`config.mk`:
```
export PLATFORM = sky130hd
export DESIGN_NAME = scan_chain_tester
export DESIGN_NICKNAME = d
export VERILOG_FILES = /design/src/rtl/scan_test_pkg.sv /design/src/rtl/scan_cell.sv /design/src/rtl/scan_fsm_logic.sv /design/src/rtl/scan_datapath.sv /design/src/rtl/scan_sequencer.sv /design/src/rtl/scan_chain_tester.sv
export SDC_FILE = /design/constraint.sdc
export NUM_CORES = 1
export LEC_CHECK = 0
export BUFFER_PORTS_ARGS = -buffer_cell sky130_fd_sc_hd__buf_2
export CORE_MARGIN = 5
export CORE_UTILIZATION = 40
export CTS_CLUSTER_DIAMETER = 80
export CTS_CLUSTER_SIZE = 28
export DETAILED_ROUTE_END_ITERATION = 7
export PLACE_DENSITY_LB_ADDON = 0.2
export SYNTH_ARGS = -nofsm -noshare
export SYNTH_HDL_FRONTEND = slang
export SYNTH_SLANG_ARGS = --single-unit
```
`constraint.sdc`:
```
create_clock -name clk -period 4.2 [get_ports clk]
set_input_delay 0.42 -clock clk [delete_from_list [all_inputs] [get_ports clk]]
set_output_delay 0.42 -clock clk [all_outputs]
set_load 0.01 [all_outputs]
```
`src/rtl/scan_test_pkg.sv`:
```
package scan_test_pkg;

  // Strobes from the sequencer to the chain datapath
  typedef struct packed {
    logic scanMode;     // 1: cells take neighbour, 0: cells take next state
    logic serialIn;     // bit entering cell 0 when shifting
    logic collect;      // dout carries a valid response bit this cycle
    logic collectLast;  // final response bit of an unload
  } scan_ctrl_t;

endpackage

```
`src/rtl/scan_cell.sv`:
```
module scan_cell (
  input  logic clk,
  input  logic rst,
  input  logic scanMode,
  input  logic funcD,
  input  logic scanD,
  output logic q
);

  always_ff @(posedge clk) begin
    if (rst) q <= 1'b0;
    else     q <= scanMode ? scanD : funcD;
  end

endmodule

```
`src/rtl/scan_fsm_logic.sv`:
```
module scan_fsm_logic #(
  parameter int A_BITS = 3,
  parameter int B_BITS = 2
) (
  input  logic [A_BITS-1:0] stateA,
  input  logic [B_BITS-1:0] stateB,
  output logic [A_BITS-1:0] nextA,
  output logic [B_BITS-1:0] nextB
);

  // Machine A: counts by B+1; machine B: toggled by the top bits of A
  always_comb begin
    nextA = stateA + A_BITS'(stateB) + A_BITS'(1);
    nextB = stateB ^ stateA[A_BITS-1 -: B_BITS];
  end

endmodule

```
`src/rtl/scan_datapath.sv`:
```
module scan_datapath
  import scan_test_pkg::*;
#(
  parameter int A_BITS = 3,
  parameter int B_BITS = 2,
  localparam int CHAIN = A_BITS + B_BITS
) (
  input  logic             clk,
  input  logic             rst,
  input  scan_ctrl_t       ctrl,
  output logic             dout,
  output logic             respValid,
  output logic [CHAIN-1:0] response
);

  logic [CHAIN-1:0]  chainQ;
  logic [CHAIN-1:0]  funcNext;
  logic [A_BITS-1:0] nextA;
  logic [B_BITS-1:0] nextB;
  logic [CHAIN-2:0]  rxShift;
  logic [CHAIN-1:0]  rxGrown;

  scan_fsm_logic #(.A_BITS(A_BITS), .B_BITS(B_BITS)) u_logic (
    .stateA(chainQ[A_BITS-1:0]),
    .stateB(chainQ[CHAIN-1:A_BITS]),
    .nextA (nextA),
    .nextB (nextB)
  );

  assign funcNext = {nextB, nextA};

  // One mux-D cell per state bit, linked from cell 0 toward dout
  for (genvar i = 0; i < CHAIN; i++) begin : g_cell
    logic scanSrc;
    if (i == 0) begin : g_head
      assign scanSrc = ctrl.serialIn;
    end else begin : g_link
      assign scanSrc = chainQ[i-1];
    end
    scan_cell u_cell (
      .clk     (clk),
      .rst     (rst),
      .scanMode(ctrl.scanMode),
      .funcD   (funcNext[i]),
      .scanD   (scanSrc),
      .q       (chainQ[i])
    );
  end

  assign dout    = chainQ[CHAIN-1];
  assign rxGrown = {rxShift, dout};

  // Response collector: first bit out is the highest cell
  always_ff @(posedge clk) begin
    if (rst) begin
      rxShift   <= '0;
      response  <= '0;
      respValid <= 1'b0;
    end else begin
      respValid <= ctrl.collectLast;
      if (ctrl.collect)     rxShift  <= rxGrown[CHAIN-2:0];
      if (ctrl.collectLast) response <= rxGrown;
    end
  end

  p_shift_r3: assert property (@(posedge clk) disable iff (rst)
    ctrl.scanMode |=> (chainQ[CHAIN-1:1] == $past(chainQ[CHAIN-2:0])));

  p_valid_pulse_r7: assert property (@(posedge clk) disable iff (rst)
    respValid |=> !respValid);

  p_resp_hold_r7: assert property (@(posedge clk) disable iff (rst)
    !respValid |-> $stable(response));

endmodule

```
`src/rtl/scan_sequencer.sv`:
```
module scan_sequencer
  import scan_test_pkg::*;
#(
  parameter int CHAIN_LEN = 5,
  localparam int NUM_VEC = CHAIN_LEN + 2,
  localparam int TOTAL   = NUM_VEC * (CHAIN_LEN + 1) + CHAIN_LEN,
  localparam int SLOT_W  = $clog2(CHAIN_LEN + 1),
  localparam int VEC_W   = $clog2(NUM_VEC + 1),
  localparam int CNT_W   = $clog2(TOTAL + 2)
) (
  input  logic       clk,
  input  logic       rst,
  input  logic       start,
  input  logic       scanOverride,
  output scan_ctrl_t ctrl,
  output logic       done
);

  logic                 running;
  logic [SLOT_W-1:0]    slot;
  logic [VEC_W-1:0]     vecIdx;
  logic [CHAIN_LEN-1:0] loadReg;
  logic                 tail;
  logic                 loadSlot;
  logic                 finishing;
  logic [CNT_W-1:0]     runCount;

  // Pattern order: zeros, one-hot cell 0..N-1, ones; zero past the end
  function automatic logic [CHAIN_LEN-1:0] vecPattern(input int idx);
    logic [CHAIN_LEN-1:0] p;
    if (idx == 0 || idx >= NUM_VEC) p = '0;
    else if (idx <= CHAIN_LEN)      p = CHAIN_LEN'(1) << (idx - 1);
    else                            p = '1;
    return p;
  endfunction

  always_comb begin
    tail      = (vecIdx == VEC_W'(NUM_VEC));
    loadSlot  = (slot < SLOT_W'(CHAIN_LEN));
    finishing = running && tail && (slot == SLOT_W'(CHAIN_LEN - 1));
    ctrl.scanMode    = scanOverride;
    ctrl.serialIn    = 1'b0;
    ctrl.collect     = 1'b0;
    ctrl.collectLast = 1'b0;
    if (running) begin
      ctrl.scanMode    = tail || loadSlot;   // capture slot is functional
      ctrl.serialIn    = loadReg[CHAIN_LEN-1];
      ctrl.collect     = ctrl.scanMode && (vecIdx != '0);
      ctrl.collectLast = ctrl.collect && (slot == SLOT_W'(CHAIN_LEN - 1));
    end
  end

  always_ff @(posedge clk) begin
    if (rst) begin
      running <= 1'b0;
      slot    <= '0;
      vecIdx  <= '0;
      loadReg <= '0;
      done    <= 1'b0;
    end else if (!running) begin
      if (start) begin
        running <= 1'b1;
        slot    <= '0;
        vecIdx  <= '0;
        loadReg <= vecPattern(0);
        done    <= 1'b0;
      end
    end else if (finishing) begin
      running <= 1'b0;
      slot    <= '0;
      done    <= 1'b1;
    end else if (slot == SLOT_W'(CHAIN_LEN)) begin
      slot    <= '0;
      vecIdx  <= vecIdx + VEC_W'(1);
      loadReg <= vecPattern(int'(vecIdx) + 1);
    end else begin
      slot    <= slot + SLOT_W'(1);
      loadReg <= loadReg << 1;
    end
  end

  // Independent run-length counter guarding the cycle budget
  always_ff @(posedge clk) begin
    if (rst)                    runCount <= '0;
    else if (!running && start) runCount <= '0;
    else if (running)           runCount <= runCount + CNT_W'(1);
  end

  p_run_length_r4: assert property (@(posedge clk) disable iff (rst)
    $rose(done) |-> (runCount == CNT_W'(TOTAL)));

  p_done_idle_r10: assert property (@(posedge clk) disable iff (rst)
    done |-> !running);

  p_start_ignored_r9: assert property (@(posedge clk) disable iff (rst)
    (running && start && !finishing) |=> (running && !done));

endmodule

```
`src/rtl/scan_chain_tester.sv`:
```
module scan_chain_tester
  import scan_test_pkg::*;
#(
  parameter int A_BITS = 3,
  parameter int B_BITS = 2
) (
  input  logic                     clk,
  input  logic                     rst,
  input  logic                     start,
  input  logic                     scanOverride,
  output logic                     dout,
  output logic                     respValid,
  output logic [A_BITS+B_BITS-1:0] response,
  output logic                     done
);

  localparam int CHAIN = A_BITS + B_BITS;

  scan_ctrl_t ctrl;

  scan_sequencer #(.CHAIN_LEN(CHAIN)) u_seq (
    .clk         (clk),
    .rst         (rst),
    .start       (start),
    .scanOverride(scanOverride),
    .ctrl        (ctrl),
    .done        (done)
  );

  scan_datapath #(.A_BITS(A_BITS), .B_BITS(B_BITS)) u_dp (
    .clk      (clk),
    .rst      (rst),
    .ctrl     (ctrl),
    .dout     (dout),
    .respValid(respValid),
    .response (response)
  );

  p_done_valid_r7: assert property (@(posedge clk) disable iff (rst)
    $rose(done) |-> respValid);

endmodule

```
Yosys cells after proc, flatten, opt, wreduce, memory -nomap -nowiden
Index checks and enable logic that the tools add are counted.
{"block": "op_classes", "add_sub_neg": 6, "order_cmp": 3, "eq_ne": 6, "shift": 1, "n_mux": 25, "n_bitwise": 1, "n_reduce_logical": 12}
{"op": "$ge A32 B4 Y1 const B", "n": 1}
{"op": "$le A32 B4 Y1 const B", "n": 1}
{"op": "$logic_not A32 Y1", "n": 1}
{"op": "$shl A1 B32 Y5 const A", "n": 1}
{"op": "$sub A32 B2 Y32 const B", "n": 1}
{"op": "$mux W5", "n": 6}
{"op": "$mux W3", "n": 7}
{"op": "$mux W1", "n": 11}
{"op": "$add A3 B1 Y3 const B", "n": 3}
{"op": "$eq A3 B3 Y1 const B", "n": 3}
{"op": "$ne A2 B2 Y1 const B", "n": 3}
{"op": "$add A3 B1 Y4 const B", "n": 1}
{"op": "$logic_and A1 B1 Y1", "n": 4}
{"op": "$mux W4", "n": 1}
{"op": "$reduce_and A2 Y1", "n": 2}
{"op": "$add A3 B2 Y3", "n": 1}
{"op": "$lt A3 B3 Y1 const B", "n": 1}
{"op": "$reduce_and A3 Y1", "n": 1}
{"op": "$reduce_bool A3 Y1", "n": 1}
{"op": "$logic_or A1 B1 Y1", "n": 2}
{"op": "$reduce_bool A2 Y1", "n": 1}
{"op": "$xor A2 B2 Y2", "n": 1}
{"block": "word_totals", "register_bits": 28, "input_bits": 4, "word_cells": 67}

Depth between registers and ports, before layout
{"block": "depth", "depth_word": 8, "depth_mapped": 7, "depth_no_buf": 7}

By module
From an unflattened synthesis, not the netlist that was laid out.
{"block": "hier_totals", "cells_unflattened": 158, "hier_area_um2": 1386.3}
{"mod": "scan_sequencer", "instances": 1, "cells_each": 100, "area_each_um2": 788.3, "seq_area_each_um2": 260.2}
{"mod": "scan_datapath", "instances": 1, "cells_each": 32, "area_each_um2": 347.8, "seq_area_each_um2": 200.2}
{"mod": "scan_cell", "instances": 5, "cells_each": 3, "area_each_um2": 33.8, "seq_area_each_um2": 20.0}
{"mod": "scan_fsm_logic", "instances": 1, "cells_each": 11, "area_each_um2": 81.3, "seq_area_each_um2": 0.0}

Worst setup path after synthesis
No wires, ideal clock.
{"block": "synth_path", "kind": "reg-to-reg", "from": "register u_seq.vecIdx[0]", "to": "register u_seq.loadReg[3]", "setup_ns": 0.070, "t_arrival_ns": 1.920, "path_slack_ns": 2.210, "path_stages_with_launch": 7, "n_path_buf": 0, "period_less_slack_ns": 1.990, "path_cell_list": "dfxtp_1 > ha_1 > ha_1 > mux2i_1 > nand2_1 > or4_1 > a21oi_1"}
{"block": "synth_via", "elab_chain_len": 8, "word_cells_on_any_way": 17, "classes_between": "add/sub (2); order compare (2); eq/ne (2); shift (1); mux (5); reduce/logical (5)"}
{"item": "from (decl)", "line": "scan_sequencer.sv:21", "rtl": "logic [VEC_W-1:0] vecIdx;"}
{"item": "from (signal assigned)", "line": "scan_sequencer.sv:74", "rtl": "vecIdx <= vecIdx + VEC_W'(1);"}
{"item": "$add A3 B1 Y4", "line": "scan_sequencer.sv:75", "rtl": "loadReg <= vecPattern(int'(vecIdx) + 1);"}
{"item": "$sub A32 B2 Y32", "line": "scan_sequencer.sv:32", "rtl": "else if (idx <= CHAIN_LEN) p = CHAIN_LEN'(1) << (idx - 1);"}
{"item": "$shl A1 B32 Y5", "line": "scan_sequencer.sv:32"}
{"item": "$mux W5", "line": "scan_sequencer.sv:32"}
{"item": "$mux W5", "line": "scan_sequencer.sv:31", "rtl": "if (idx == 0 || idx >= NUM_VEC) p = '0;"}
{"item": "$mux W5", "line": "scan_sequencer.sv:72", "rtl": "end else if (slot == SLOT_W'(CHAIN_LEN)) begin"}
{"item": "$mux W5", "line": "scan_sequencer.sv:68", "rtl": "end else if (finishing) begin"}
{"item": "$mux W5", "line": "scan_sequencer.sv:60", "rtl": "end else if (!running) begin"}
{"item": "to (signal assigned)", "line": "scan_sequencer.sv:65", "rtl": "loadReg <= vecPattern(0);"}
{"item": "to (signal assigned)", "line": "scan_sequencer.sv:75"}
{"item": "to (signal assigned)", "line": "scan_sequencer.sv:78", "rtl": "loadReg <= loadReg << 1;"}
{"item": "to (decl)", "line": "scan_sequencer.sv:22", "rtl": "logic [CHAIN_LEN-1:0] loadReg;"}
Several ways; a longest one is shown, not always the timed one. The select of a mux whose other input is x is not followed.
A chain may end at the register's enable or synchronous reset.

Worst setup path after layout
Ends and elaborated chain as after synthesis.

==> flow_results.xml <==
<?xml version="1.0" encoding="UTF-8"?>
<metrics>
  <group name="setup_path">
    <metric name="cpLargestDelayFamily" unit="">adder cells</metric>
    <metric name="timing.setup.critical_path_class" unit="">reg2reg</metric>
    <metric name="cp.buffers_inverters" unit="">0</metric>
    <metric name="r2r_slack" unit="ns">2.02</metric>
    <metric name="timing.rr.end" unit="">u_seq.loadReg[3]$_SDFFE_PP0P_</metric>
    <metric name="crit_path_launch_type" unit="">flip-flop</metric>
    <metric name="crit_fanout" unit="">9</metric>
    <metric name="slowest_stage" unit="">or4_1</metric>
    <metric name="critPathRequiredTime" unit="ns">4.47</metric>
    <metric name="worstRegToRegCells" unit="">6</metric>
    <metric name="worst_path_most_repeated_cell" unit="">ha_1</metric>
    <metric name="path_cells" unit="">ha_1, ha_1, mux2i_1, nand2_1, or4_1, a21oi_1</metric>
    <metric name="timing.critical_path.slowest_cell_delay" unit="ns">0.53</metric>
    <metric name="critPathCaptureType" unit="">flip-flop</metric>
    <metric name="reg2reg_from" unit="">u_seq.vecIdx[0]$_SDFFE_PP0P_</metric>
    <metric name="critical_path_arrival" unit="ns">2.45</metric>
  </group>
  <group name="global_route">
    <metric name="number_of_global_route_vias_before_repair" unit="">1101</metric>
    <metric name="largest_net_degree_at_the_start_of_global_routing" unit="">31</metric>
    <metric name="grt_first_pass_wirelength" unit="um">5090</metric>
    <metric name="global_route.usage.total" unit="%">12.4</metric>
    <metric name="number_of_antenna_violations_at_the_first_check_in_global_routing" unit="">0</metric>
    <metric name="grt-ovfl-total" unit="">0</metric>
  </group>
  <group name="hold_path">
    <metric name="end_point_of_the_worst_hold_path" unit="">u_seq.slot[2]$_SDFFE_PP0P_</metric>
    <metric name="hold_path.startpoint" unit="">start</metric>
    <metric name="worst_hold_path_type" unit="">in2reg</metric>
    <metric name="min_path_cells" unit="">4</metric>
  </group>
  <group name="route">
    <metric name="dr.pass1.iters" unit="">4</metric>
    <metric name="drtIter0Drc" unit="">59</metric>
    <metric name="drc_errors" unit="">0</metric>
    <metric name="via_per_inst" unit="">5.40</metric>
    <metric name="vias" unit="">1194</metric>
    <metric name="wl_per_cell" unit="um">12.8</metric>
    <metric name="postRouteAntennaNets" unit="">0</metric>
    <metric name="postRouteWirelength" unit="um">2840</metric>
  </group>
  <group name="synth">
    <metric name="post-synth-top-area-cell" unit="">dfxtp_1</metric>
    <metric name="post_synthesis_net_count" unit="">182</metric>
    <metric name="seq_area_frac_synth" unit="%">38.8</metric>
    <metric name="yosys_warnings" unit="">0</metric>
    <metric name="synth_top_family_by_area" unit="">simple AND/OR/NAND/NOR gates</metric>
    <metric name="synth.ff_latch_count" unit="">28</metric>
    <metric name="syn_inst" unit="">168</metric>
    <metric name="synth-simple-area-share" unit="%">21.4</metric>
    <metric name="synth-xor-area-share" unit="%">1.82</metric>
    <metric name="syn_area" unit="um2">1450</metric>
    <metric name="yosysUniqueCellTypes" unit="">41</metric>
    <metric name="synth_fa_ha_area_share" unit="%">9.18</metric>
    <metric name="post_synth_mux_area_share" unit="%">6.32</metric>
    <metric name="netlist.area_leader.share" unit="%">38.8</metric>
    <metric name="avgSynthCellArea" unit="um2">8.60</metric>
    <metric name="synth_compound_gate_area_share" unit="%">17.6</metric>
    <metric name="ys_top_cells_by_area" unit="">dfxtp_1, ha_1, mux2i_1</metric>
  </group>
  <group name="outcome">
    <metric name="status" unit="">finished, final reports clean</metric>
  </group>
  <group name="power_and_ir_drop">
    <metric name="cellInternalPower" unit="uW">390</metric>
    <metric name="leakage" unit="uW">0.000664</metric>
    <metric name="combinationalPowerShare" unit="%">9.3</metric>
    <metric name="power.switching_fraction" unit="%">23.0</metric>
    <metric name="max-vdd-ir-drop" unit="uV">164</metric>
    <metric name="power.sequential.fraction" unit="%">56.1</metric>
    <metric name="power_switching" unit="uW">117</metric>
    <metric name="p_total" unit="uW">507</metric>
    <metric name="p_per_area" unit="nW/um2">322</metric>
    <metric name="share_clk_of_total_power" unit="%">34.7</metric>
  </group>
  <group name="placed_design">
    <metric name="gp_congestion" unit="">0.897</metric>
    <metric name="post_place_worst_slack" unit="ns">2.06</metric>
    <metric name="port-buffer-count" unit="">11</metric>
    <metric name="placedCellCount" unit="">217</metric>
    <metric name="detailed_place_hpwl" unit="um">2060</metric>
  </group>
  <group name="clock_tree">
    <metric name="cts.clk_slew.worst_paths" unit="ns">0.16</metric>
    <metric name="cts.root.buffer_cell" unit="">clkbuf_4</metric>
    <metric name="cts_max_path_buffers" unit="">2</metric>
    <metric name="tritoncts.num_buffers" unit="">3</metric>
    <metric name="cts_post_setup_buffers_inserted" unit="">0</metric>
    <metric name="cts_resized" unit="">0</metric>
    <metric name="ctsHoldBuffers" unit="">0</metric>
    <metric name="worstSkewPairLatency" unit="ns">0.33</metric>
    <metric name="tritoncts_num_sinks" unit="">28</metric>
    <metric name="cts_tree" unit="">yes</metric>
    <metric name="htree_levels" unit="">1</metric>
  </group>
  <group name="layout">
    <metric name="post-route-util" unit="%">46.0</metric>
    <metric name="finalNetCount" unit="">190</metric>
    <metric name="instances_no_fill" unit="">221</metric>
    <metric name="share_of_final_layout_standard_cells_stronger_than_drive_strength_1" unit="%">10.3</metric>
    <metric name="area_growth_syn_to_layout" unit="%">8.83</metric>
    <metric name="antenna_cells" unit="">0</metric>
  </group>
  <group name="timing">
    <metric name="worst_clock_skew" unit="ns">0.00998</metric>
    <metric name="hold_violations" unit="">0</metric>
    <metric name="min_period" unit="ns">2.18</metric>
    <metric name="finalMaxSlewViolations" unit="">0</metric>
    <metric name="finalCritPeriodShare" unit="%">51.8</metric>
    <metric name="maxSlewHeadroom" unit="%">54.9</metric>
    <metric name="clock.fmax" unit="MHz">460</metric>
    <metric name="timing_worst_slew_pin_value" unit="ns">0.676</metric>
    <metric name="final.setup.tns" unit="ns">0</metric>
    <metric name="final_setup_violating_endpoints" unit="">0</metric>
    <metric name="rsz0062_at_grt" unit="">no</metric>
    <metric name="setup_ws" unit="ns">2.02</metric>
  </group>
  <group name="job">
    <metric name="maxCapViolations" unit="">0</metric>
  </group>
  <group name="die">
    <metric name="core_area" unit="um2">3420</metric>
    <metric name="num_rows" unit="">21</metric>
    <metric name="dieArea" unit="um2">4910</metric>
    <metric name="chipHeight" unit="um">70.1</metric>
    <metric name="initial_utilization" unit="%">42.3</metric>
    <metric name="die_width" unit="um">70.1</metric>
    <metric name="design.portCount" unit="">12</metric>
  </group>
</metrics>
synth_stat cells:
master	number
nand2b_1	4
o31ai_2	1
o211ai_1	1
a22o_1	1
or4_1	1
o21ai_0	5
o21a_1	2
fa_1	1
buf_2	3
nor2_1	14
xnor2_1	3
nand4bb_1	1
nor3b_1	1
nor3_1	4
nand3b_1	2
nor2b_1	4
nor2_2	1
mux2_2	1
ha_1	9
buf_4	1
a2111oi_0	1
a41o_1	1
a311oi_1	2
a21oi_1	15
a21o_1	2
nand3_1	7
dfxtp_1	28
a32oi_1	1
clkbuf_1	1
a211o_1	1
nand4_1	3
o22ai_1	1
or3_1	2
buf_1	3
inv_1	9
a2bb2oi_1	2
o21ai_1	1
nand2_1	17
and3b_1	1
mux2i_1	8
a31oi_1	2
tightest hold or removal path, stage by stage:
cell and delay, ns:
buf_2 0.11, nor3b_1 0.05, a21oi_1 0.12, nor2_1 0.05
how the worst max path moves through the flow:
| stage | startpoint | to | slack, ns | cells after the start |
|---|---|---|---|---|
| 6_report | u_seq.vecIdx[0]$_SDFFE_PP0P_ | u_seq.loadReg[3]$_SDFFE_PP0P_ | 2.02 | 6 |
| 3_5_place_dp | u_seq.vecIdx[0]$_SDFFE_PP0P_ | u_seq.loadReg[3]$_SDFFE_PP0P_ | 2.06 | 6 |
| 4_1_cts | u_seq.vecIdx[0]$_SDFFE_PP0P_ | u_seq.loadReg[3]$_SDFFE_PP0P_ | 2.02 | 6 |
| 5_1_grt | u_seq.vecIdx[0]$_SDFFE_PP0P_ | u_seq.loadReg[3]$_SDFFE_PP0P_ | 1.89 | 6 |
| 2_1_floorplan | u_seq.vecIdx[0]$_SDFFE_PP0P_ | u_seq.loadReg[3]$_SDFFE_PP0P_ | 2.21 | 6 |
| 3_3_place_gp | u_seq.vecIdx[0]$_SDFFE_PP0P_ | u_seq.loadReg[3]$_SDFFE_PP0P_ | 2.13 | 6 |
power by group through the flow:
stage | clock network, uW | registers (uW) | logic, uW
3_5_place_dp | 0 | 290 | 47.3
5_1_grt | 195 | 286 | 54.2
6_report | 176 | 284 | 46.9
3_3_place_gp | 0 | 290 | 44.9
2_1_floorplan | 0 | 284 | 40.1
4_1_cts | 181 | 284 | 47.5
logic make-up (layout without fill, tap and decap cells):
family / count (synthesis) / in the layout
simple gates: 62 / 62
buf+inv: 17 / 24
compound gates: 39 / 39
flops: 28 / 28
mux: 9 / 9
xor+xnor: 3 / 3
fa+ha+maj: 10 / 10
metrics by stage:
stage / instance area, um2 / hold slack, ns
4_1_cts: 1570 / 0.458
3_5_place_dp: 1520 / 0.445
3_3_place_gp: 1520 / 0.446
6_report: 1570 / 0.460
2_1_floorplan: 1450 / 0.432
5_1_grt: 1570 / 0.481
cell type report:
cell class	count	area, um2
tap	46	57.6
multi-input combinational	123	813
clock buffer	3	22.5
sequential	28	561
timing repair buffer	11	55.1
fill	351	1840
inverter	9	33.8
clock inverter	1	30.0
layer usage:
layer / wire length, um / GRT usage [%] / vias up
met5: 0 / 0 / -
met3: 102 / 2.44 / 4
met4: 32 / 3.19 / 0
li1: - / - / 602
met1: 1340 / 16.9 / 571
met2: 1370 / 19.9 / 17
state kept, by name, summed over array words and instances, names as in the netlist:
name,count
u_dp.g_cell.u_cell.q,5
u_dp.response,5
u_seq.loadReg,5
u_dp.rxShift,4
u_seq.slot,3
u_seq.vecIdx,3
u_dp.respValid,1
u_seq.done,1
u_seq.running,1
placed cells by master (no fill, tap or decap), types with 3 or more instances in the layout:
cell type / netlist / final
nand2b_1: 4 / 4
inv_1: 9 / 9
mux2i_1: 8 / 8
xnor2_1: 3 / 3
clkbuf_4: 0 / 3
ha_1: 9 / 9
nor2_1: 14 / 14
o21ai_0: 5 / 5
a21oi_1: 15 / 15
dfxtp_1: 28 / 28
nand3_1: 7 / 7
nand2_1: 17 / 17
nor3_1: 4 / 4
buf_2: 3 / 11
nand4_1: 3 / 3
nor2b_1: 4 / 4
(Power assumes the default switching activity.)
